[src/rtl/sctl_pkg.sv]
package sctl_pkg;
   localparam int unsigned FRAME_W = 12;
   localparam int unsigned ATT_W   = 11;
   localparam int unsigned MODE_W  = 7;
   localparam int unsigned RSV_W   = 4;

   typedef enum logic {
      DEST_ATT  = 1'b0,
      DEST_MODE = 1'b1
   } dest_e;
endpackage

[src/rtl/sctl_sync.sv]
module sctl_sync #(
   parameter int unsigned W      = 4,
   parameter int unsigned STAGES = 2
) (
   input  logic         clk,
   input  logic         rst_n,
   input  logic [W-1:0] d_i,
   output logic [W-1:0] q_o
);
   generate
      if (STAGES < 2) begin : g_bad_stages
         $error("sctl_sync: STAGES must be at least 2");
      end
   endgenerate

   logic [W-1:0] stage_q [STAGES];

   generate
      for (genvar s = 0; s < STAGES; s++) begin : g_stage
         always_ff @(posedge clk or negedge rst_n) begin
            if (!rst_n) begin
               stage_q[s] <= '0;
            end else begin
               if (s == 0) stage_q[s] <= d_i;
               else        stage_q[s] <= stage_q[(s == 0) ? 0 : s-1];
            end
         end
      end
   endgenerate

   assign q_o = stage_q[STAGES-1];
endmodule

[src/rtl/sctl_edge.sv]
module sctl_edge #(
   parameter int unsigned W = 2
) (
   input  logic         clk,
   input  logic         rst_n,
   input  logic [W-1:0] lvl_i,
   output logic [W-1:0] rise_o
);
   logic [W-1:0] prev_q;

   always_ff @(posedge clk or negedge rst_n) begin
      if (!rst_n) prev_q <= '0;
      else        prev_q <= lvl_i;
   end

   generate
      for (genvar i = 0; i < W; i++) begin : g_rise
         assign rise_o[i] = lvl_i[i] & ~prev_q[i];
      end
   endgenerate
endmodule

[src/rtl/sctl_shift.sv]
module sctl_shift #(
   parameter int unsigned FRAME_W = 12
) (
   input  logic               clk,
   input  logic               rst_n,
   input  logic               shift_i,
   input  logic               bit_i,
   output logic [FRAME_W-1:0] frame_o
);
   logic [FRAME_W-1:0] sr_q;

   always_ff @(posedge clk or negedge rst_n) begin
      if (!rst_n)       sr_q <= '0;
      else if (shift_i) sr_q <= {sr_q[FRAME_W-2:0], bit_i};
   end

   assign frame_o = sr_q;
endmodule

[src/rtl/sctl_route.sv]
module sctl_route
   import sctl_pkg::*;
#(
   parameter int unsigned FRAME_W = 12,
   parameter int unsigned ATT_W   = 11,
   parameter int unsigned MODE_W  = 7,
   parameter int unsigned RSV_W   = 4
) (
   input  logic               clk,
   input  logic               rst_n,
   input  logic               latch_i,
   input  logic [FRAME_W-1:0] frame_i,
   output logic [ATT_W-1:0]   att_o,
   output logic [MODE_W-1:0]  mode_o,
   output logic               att_upd_o,
   output logic               mode_upd_o
);
   localparam int unsigned ADDR_BIT = FRAME_W - 1;
   localparam int unsigned RSV_LO   = MODE_W;

   dest_e dest;
   logic  rsv_ok;

   assign dest = dest_e'(frame_i[ADDR_BIT]);

   generate
      if (RSV_W > 0) begin : g_rsv_chk
         assign rsv_ok = (frame_i[RSV_LO +: RSV_W] == '0);
      end else begin : g_rsv_none
         assign rsv_ok = 1'b1;
      end
   endgenerate

   logic wr_att, wr_mode;
   assign wr_att  = latch_i && (dest == DEST_ATT);
   assign wr_mode = latch_i && (dest == DEST_MODE) && rsv_ok;

   always_ff @(posedge clk or negedge rst_n) begin
      if (!rst_n) begin
         att_o      <= '0;
         mode_o     <= '0;
         att_upd_o  <= 1'b0;
         mode_upd_o <= 1'b0;
      end else begin
         att_upd_o  <= wr_att;
         mode_upd_o <= wr_mode;
         if (wr_att)  att_o  <= frame_i[ATT_W-1:0];
         if (wr_mode) mode_o <= frame_i[MODE_W-1:0];
      end
   end
endmodule

[src/rtl/sctl_loader.sv]
module sctl_loader
   import sctl_pkg::*;
#(
   parameter int unsigned FRAME_W     = sctl_pkg::FRAME_W,
   parameter int unsigned ATT_W       = sctl_pkg::ATT_W,
   parameter int unsigned MODE_W      = sctl_pkg::MODE_W,
   parameter int unsigned RSV_W       = sctl_pkg::RSV_W,
   parameter int unsigned SYNC_STAGES = 2
) (
   input  logic              clk,
   input  logic              rst_n,
   input  logic              en_i,
   input  logic              sdat_i,
   input  logic              sclk_i,
   input  logic              strb_i,
   output logic [ATT_W-1:0]  att_o,
   output logic [MODE_W-1:0] mode_o,
   output logic              att_upd_o,
   output logic              mode_upd_o
);
   localparam int unsigned N_LINES = 4;
   localparam int unsigned N_EDGES = 2;

   generate
      if (FRAME_W != ATT_W + 1) begin : g_bad_att
         $error("sctl_loader: FRAME_W must equal ATT_W + 1");
      end
      if (FRAME_W != 1 + RSV_W + MODE_W) begin : g_bad_mode
         $error("sctl_loader: FRAME_W must equal 1 + RSV_W + MODE_W");
      end
   endgenerate

   logic [N_LINES-1:0] raw_lines, sync_lines;
   logic               en_s, dat_s, sclk_s, strb_s;
   logic [N_EDGES-1:0] rise;
   logic               sclk_rise, strb_rise;
   logic [FRAME_W-1:0] frame_q;

   assign raw_lines = {en_i, sdat_i, sclk_i, strb_i};

   sctl_sync #(.W(N_LINES), .STAGES(SYNC_STAGES)) u_sync (
      .clk   (clk),
      .rst_n (rst_n),
      .d_i   (raw_lines),
      .q_o   (sync_lines)
   );

   assign {en_s, dat_s, sclk_s, strb_s} = sync_lines;

   sctl_edge #(.W(N_EDGES)) u_edge (
      .clk    (clk),
      .rst_n  (rst_n),
      .lvl_i  ({sclk_s, strb_s}),
      .rise_o (rise)
   );

   assign {sclk_rise, strb_rise} = rise;

   sctl_shift #(.FRAME_W(FRAME_W)) u_shift (
      .clk     (clk),
      .rst_n   (rst_n),
      .shift_i (sclk_rise & en_s),
      .bit_i   (dat_s),
      .frame_o (frame_q)
   );

   sctl_route #(
      .FRAME_W (FRAME_W),
      .ATT_W   (ATT_W),
      .MODE_W  (MODE_W),
      .RSV_W   (RSV_W)
   ) u_route (
      .clk        (clk),
      .rst_n      (rst_n),
      .latch_i    (strb_rise & en_s),
      .frame_i    (frame_q),
      .att_o      (att_o),
      .mode_o     (mode_o),
      .att_upd_o  (att_upd_o),
      .mode_upd_o (mode_upd_o)
   );
endmodule

[config.mk]
export PLATFORM = sky130hd
export DESIGN_NAME = sctl_loader
export DESIGN_NICKNAME = d
export VERILOG_FILES = /design/src/rtl/sctl_pkg.sv /design/src/rtl/sctl_sync.sv /design/src/rtl/sctl_edge.sv /design/src/rtl/sctl_shift.sv /design/src/rtl/sctl_route.sv /design/src/rtl/sctl_loader.sv
export SDC_FILE = /design/constraint.sdc
export NUM_CORES = 1
export LEC_CHECK = 0
export ABC_AREA = 1
export BUFFER_PORTS_ARGS = -buffer_cell sky130_fd_sc_hd__buf_2
export CORE_MARGIN = 8
export CORE_UTILIZATION = 58
export CTS_BUF_LIST = sky130_fd_sc_hd__clkbuf_4 sky130_fd_sc_hd__clkbuf_8 sky130_fd_sc_hd__clkbuf_16
export DETAILED_ROUTE_END_ITERATION = 7
export PLACE_DENSITY = 0.82
export SYNTH_ARGS = -nofsm -noshare
export SYNTH_HDL_FRONTEND = slang
export SYNTH_SLANG_ARGS = --single-unit
[constraint.sdc]
create_clock -name clk -period 1.9 [get_ports clk]
set_clock_uncertainty 0.2 [all_clocks]
set_input_delay 0.38 -clock clk [delete_from_list [all_inputs] [get_ports clk]]
set_output_delay 0.38 -clock clk [all_outputs]
set_load 0.1 [all_outputs]
# Yosys cells after proc, flatten, opt, wreduce, memory -nomap -nowiden
# Cells that the tools add are included.
dict set report totals {
  reg_bits 42
  out_inout_bits 20
}
dict set report classes {
  n_bitwise 7
  n_reduce_logical 4
}
# op n
set ops {}
lappend ops {{$and A1 B1 Y1} 4}
lappend ops {{$logic_not A4 Y1} 1}
lappend ops {{$logic_and A1 B1 Y1} 3}
lappend ops {{$not A1 Y1} 3}

# Depth between registers and ports, before layout
dict set report depth {
  depth_word 5
  depth_mapped 5
  mapped_depth_nobuf 5
}

# By module
# A second synthesis with hierarchy kept.
dict set report hier_totals {
  hier_cells 158
  area_unflattened_um2 1567.8
}
# mod n_inst cells_per_inst area_per_inst_um2 seq_area_each_um2
set modules_own_cells {}
lappend modules_own_cells {sctl_route 1 85 794.5 500.5}
lappend modules_own_cells {sctl_shift 1 51 457.9 300.3}
lappend modules_own_cells {sctl_sync 1 12 230.2 200.2}
lappend modules_own_cells {sctl_edge 1 6 70.1 50.0}
lappend modules_own_cells {sctl_loader 1 4 15.0 0.0}

# Least setup slack after synthesis
# Ideal clock, no wire load.
dict set report synth_timing {
  path_kind {reg2out}
  start {register u_route.att_o[0]}
  end {output port att_o[0]}
  arrival_ns 0.898
  t_required_ns 1.320
  setup_slack_ns 0.422
  stages_incl_launch_ff 1
  cell_sequence {dfrtp_1}
}
# item line_no
set synth_rtl {}
lappend synth_rtl {{start, declared} sctl_route.sv:13} ;# output logic [ATT_W-1:0] att_o,
lappend synth_rtl {{start signal, assigned} sctl_route.sv:47} ;# if (wr_att) att_o <= frame_i[ATT_W-1:0];
lappend synth_rtl {{end, declared} sctl_loader.sv:16} ;# output logic [ATT_W-1:0] att_o,
# No word-level cell between the ends.

# Final worst setup path
dict set report layout_timing {
  start {register u_route.att_o[6]}
  end {output port att_o[6]}
}
# No word-level cell between the ends.

==> results.py <==
metrics = {
    "cts": {
        "cts_buffers": 5,
        "clock-sinks": 42,
        "clk_latency_ns": 0.34,
        "cts_tree": "done",
        "cts_resized": 0,
        "clock-root-buffer": "clkbuf_4",
        "clk_pin_slew_ns": 0.12,
        "h-tree-depth": 2,
        "ctsLongestPathBuffers": 2,
    },
    "setup_path": {
        "required_ns": 1.32,
        "path_cells": "buf_2",
        "crit_path_max_incr_delay_ns": 0.43,
        "crit_type": "reg -> out",
        "rr_worst_depth": 5,
        "crit_slowest_cell": "buf_2",
        "critPathLaunchType": "register",
        "worstPathArrival_ns": 1.15,
        "end_kind": "primary output",
        "critPathTopFamily": "buffers and inverters",
        "path_buf_inv": 1,
        "r2r-end": "u_route.att_o[6]",
        "rrSetupSlack_ns": 0.43,
        "worstPathMaxFanout": 2,
        "worstReg2RegStart": "u_shift.frame_o[11]",
    },
    "hold_path": {
        "hold_path.class": "reg -> reg",
        "hold_depth": 0,
        "min_from": "u_sync.stage_q[4]",
        "hold_end": "u_sync.q_o[0]",
    },
    "cells_and_area": {
        "fillers": 176,
        "syn2layout_area_growth_pct": 18.58,
        "diodes": 0,
        "stdcell_area_um2": 1821,
        "drive_above_1_share_pct": 21.98,
        "nNetsFinal": 187,
    },
    "timing": {
        "period_share_pct": 90.86,
        "period_minus_slack_ns": 1.726,
        "rsz0062_at_grt": "no",
        "tightest_slew_ns": 0.5002,
        "final-max-slew-violation-count": 0,
        "relSlewSlack_pct": 66.65,
        "finalSetupViolCount": 0,
        "clock.fmax_mhz": 579.3,
        "hold_viol": 0,
        "setup_tns_ns": 0,
        "holdWs_ns": 0.1632,
    },
    "grt": {
        "gr-total-overflow": 0,
        "grt_use_met1_pct": 17.70,
        "track_usage_pct": 14.87,
        "antenna_found_initial": 0,
        "use_met2_pct": 24.49,
        "met3_usage_pct": 4.139,
        "grt_max_degree": 43,
        "grt_most_used_layer": "met2",
        "grt_pass1_vias": 1110,
        "grt_pass1_wl_um": 5023,
    },
    "floorplanning": {
        "initial_core_util_pct": 61.41,
        "core_area_um2": 2500,
        "die_area_um2": 4550,
        "ios": 26,
        "row_count": 18,
        "die_w_um": 67.45,
        "dieHeight_um": 67.45,
    },
    "power": {
        "cellLeakagePower_nw": 0.9409,
        "power_density_nw_per_um2": 1219,
        "p_sw_mw": 0.8497,
        "power_frac_clock_pct": 24.6,
        "switching_share_pct": 38.30,
        "internal-power_mw": 1.369,
        "seq_power_share_pct": 47.9,
        "total_power_mw": 2.219,
        "pwr-share-comb_pct": 27.5,
        "ir_worst_vdd_uv": 1222,
    },
    "yosys": {
        "synth.largest_area_cell": "dfrtp_1",
        "syn_area_um2": 1535,
        "ys_seq_area_share_pct": 68.46,
        "syn_nets": 152,
        "netlist_top_cells_count": "dfrtp_1 (42), nand2_1 (31), o21ai_1 (22), inv_1 (20), nand3_1 (9)",
        "yosysWarnings": 0,
        "synth_cell_types": 15,
        "synth_edf_count": 0,
        "ys_async_sr_fraction_pct": 100.0,
        "synthFlopType": "dfrtp_1",
        "syn_avg_cell_area_um2": 10.52,
        "synth_seq_cells": 42,
        "synth_area_leaders": "dfrtp_1 (68%), nand2_1 (7.6%), o21ai_1 (7.2%)",
        "synth.most_common_cell": "dfrtp_1",
        "postSynthCellCount": 146,
        "yosysTopAreaCellShare_pct": 68.46,
    },
    "place": {
        "place_congestion": 0.7397,
        "io_buffers": 25,
        "hpwl_um": 2035,
        "place_area_um2": 1693,
    },
    "route": {
        "ant_nets": 0,
        "via_per_inst": 5.057,
        "routed_wl_um": 2894,
        "post_drt_wl_per_cell_um": 13.65,
        "drc": 0,
        "first_iter_violations": 27,
        "via_count": 1072,
        "firstDrtPassIters": 5,
    },
    "outcome": {
        "outcome": "finished, final reports clean",
    },
    "run": {
        "maxCapViolCount": 0,
    },
}
[per-layer routing]
| layer | vias to the layer above | wire length, um |
|---|---|---|
| li1 | 535 | - |
| met4 | 0 | 34 |
| met1 | 505 | 1271 |
| met5 | - | 0 |
| met3 | 5 | 169 |
| met2 | 27 | 1420 |
[logic make-up (layout without fill, tap and decap cells)]
group                  after synthesis  count (layout)  synth area share (%)
and+or+nand+nor                     48              48                 13.94
AOI/OAI and AO/OA                   30              30                 10.92
buffers and inverters               26              62                 6.683
DFF                                 42              42                 68.46
[layout make-up]
cell class,instances,area (um^2),share of cell area [%]
inverters,22,82.58,4.536
flip-flops and latches,42,1051,57.73
repair buffers,32,190.2,10.45
well taps,30,37.54,2.062
clock buffers,5,37.54,2.062
clock inverters,3,40.04,2.199
multi-input cells,78,381.6,20.96
[stage by stage]
| step | cells | util (%) | setup WS [ns] |
|---|---|---|---|
| final | 212 | 72.82 | 0.1737 |
| after global routing | 212 | 72.82 | 0.1080 |
| after CTS | 212 | 72.82 | 0.1583 |
| after detailed placement | 199 | 67.72 | 0.4353 |
| after global placement | 199 | 67.72 | 0.4686 |
| after floorplan | 146 | - | 0.4223 |
[worst max-delay path by stage]
stage,slack [ns],depth (start not counted),endpoint,from
floorplan,0.42,0,att_o[0],u_route.att_o[0]
global placement,0.47,5,u_route.att_o[10],u_shift.frame_o[11]
detailed placement,0.44,5,u_route.att_o[6],u_shift.frame_o[11]
CTS,0.16,1,att_o[6],u_route.att_o[6]
global route,0.11,1,att_o[6],u_route.att_o[6]
finish,0.17,1,att_o[6],u_route.att_o[6]
[sequential cells by signal, indices dropped and copies added (netlist names)]
signal,flops
u_edge.prev_q,2
u_route.att_o,11
u_route.att_upd_o,1
u_route.mode_o,7
u_route.mode_upd_o,1
u_shift.frame_o,12
u_sync.q_o,4
u_sync.stage_q,4
[layout by cell type (no fill, tap or decap)]
cell	n
buf_4	2
bufinv_16	1
a21oi_1	1
nand2_1	31
nand3_1	9
buf_2	25
nor3_1	1
clkbuf_4	5
inv_1	20
clkinv_2	2
nor2_1	3
nand4_1	1
nand3b_2	1
inv_2	2
o21bai_1	7
nand4_2	1
nor2_2	1
dlygate4sd3_1	5
dfrtp_1	42
o21ai_1	22
[power groups by stage]
stage          clock network (mW)  logic (mW)  registers, mW
6_report                    0.546       0.610           1.06
5_1_grt                     0.602       0.656           1.08
4_1_cts                     0.555       0.615           1.06
3_5_place_dp                    0       0.604           1.08
3_3_place_gp                    0       0.592           1.07
2_1_floorplan                   0       0.153           1.40
[what timing repair did]
action | in CTS | in global routing
setup buffers | 0 | 0
hold buffers | 5 | 0
endpoints found under the hold margin | 46 | 0
Note: power is estimated with default switching activity, not from simulation.
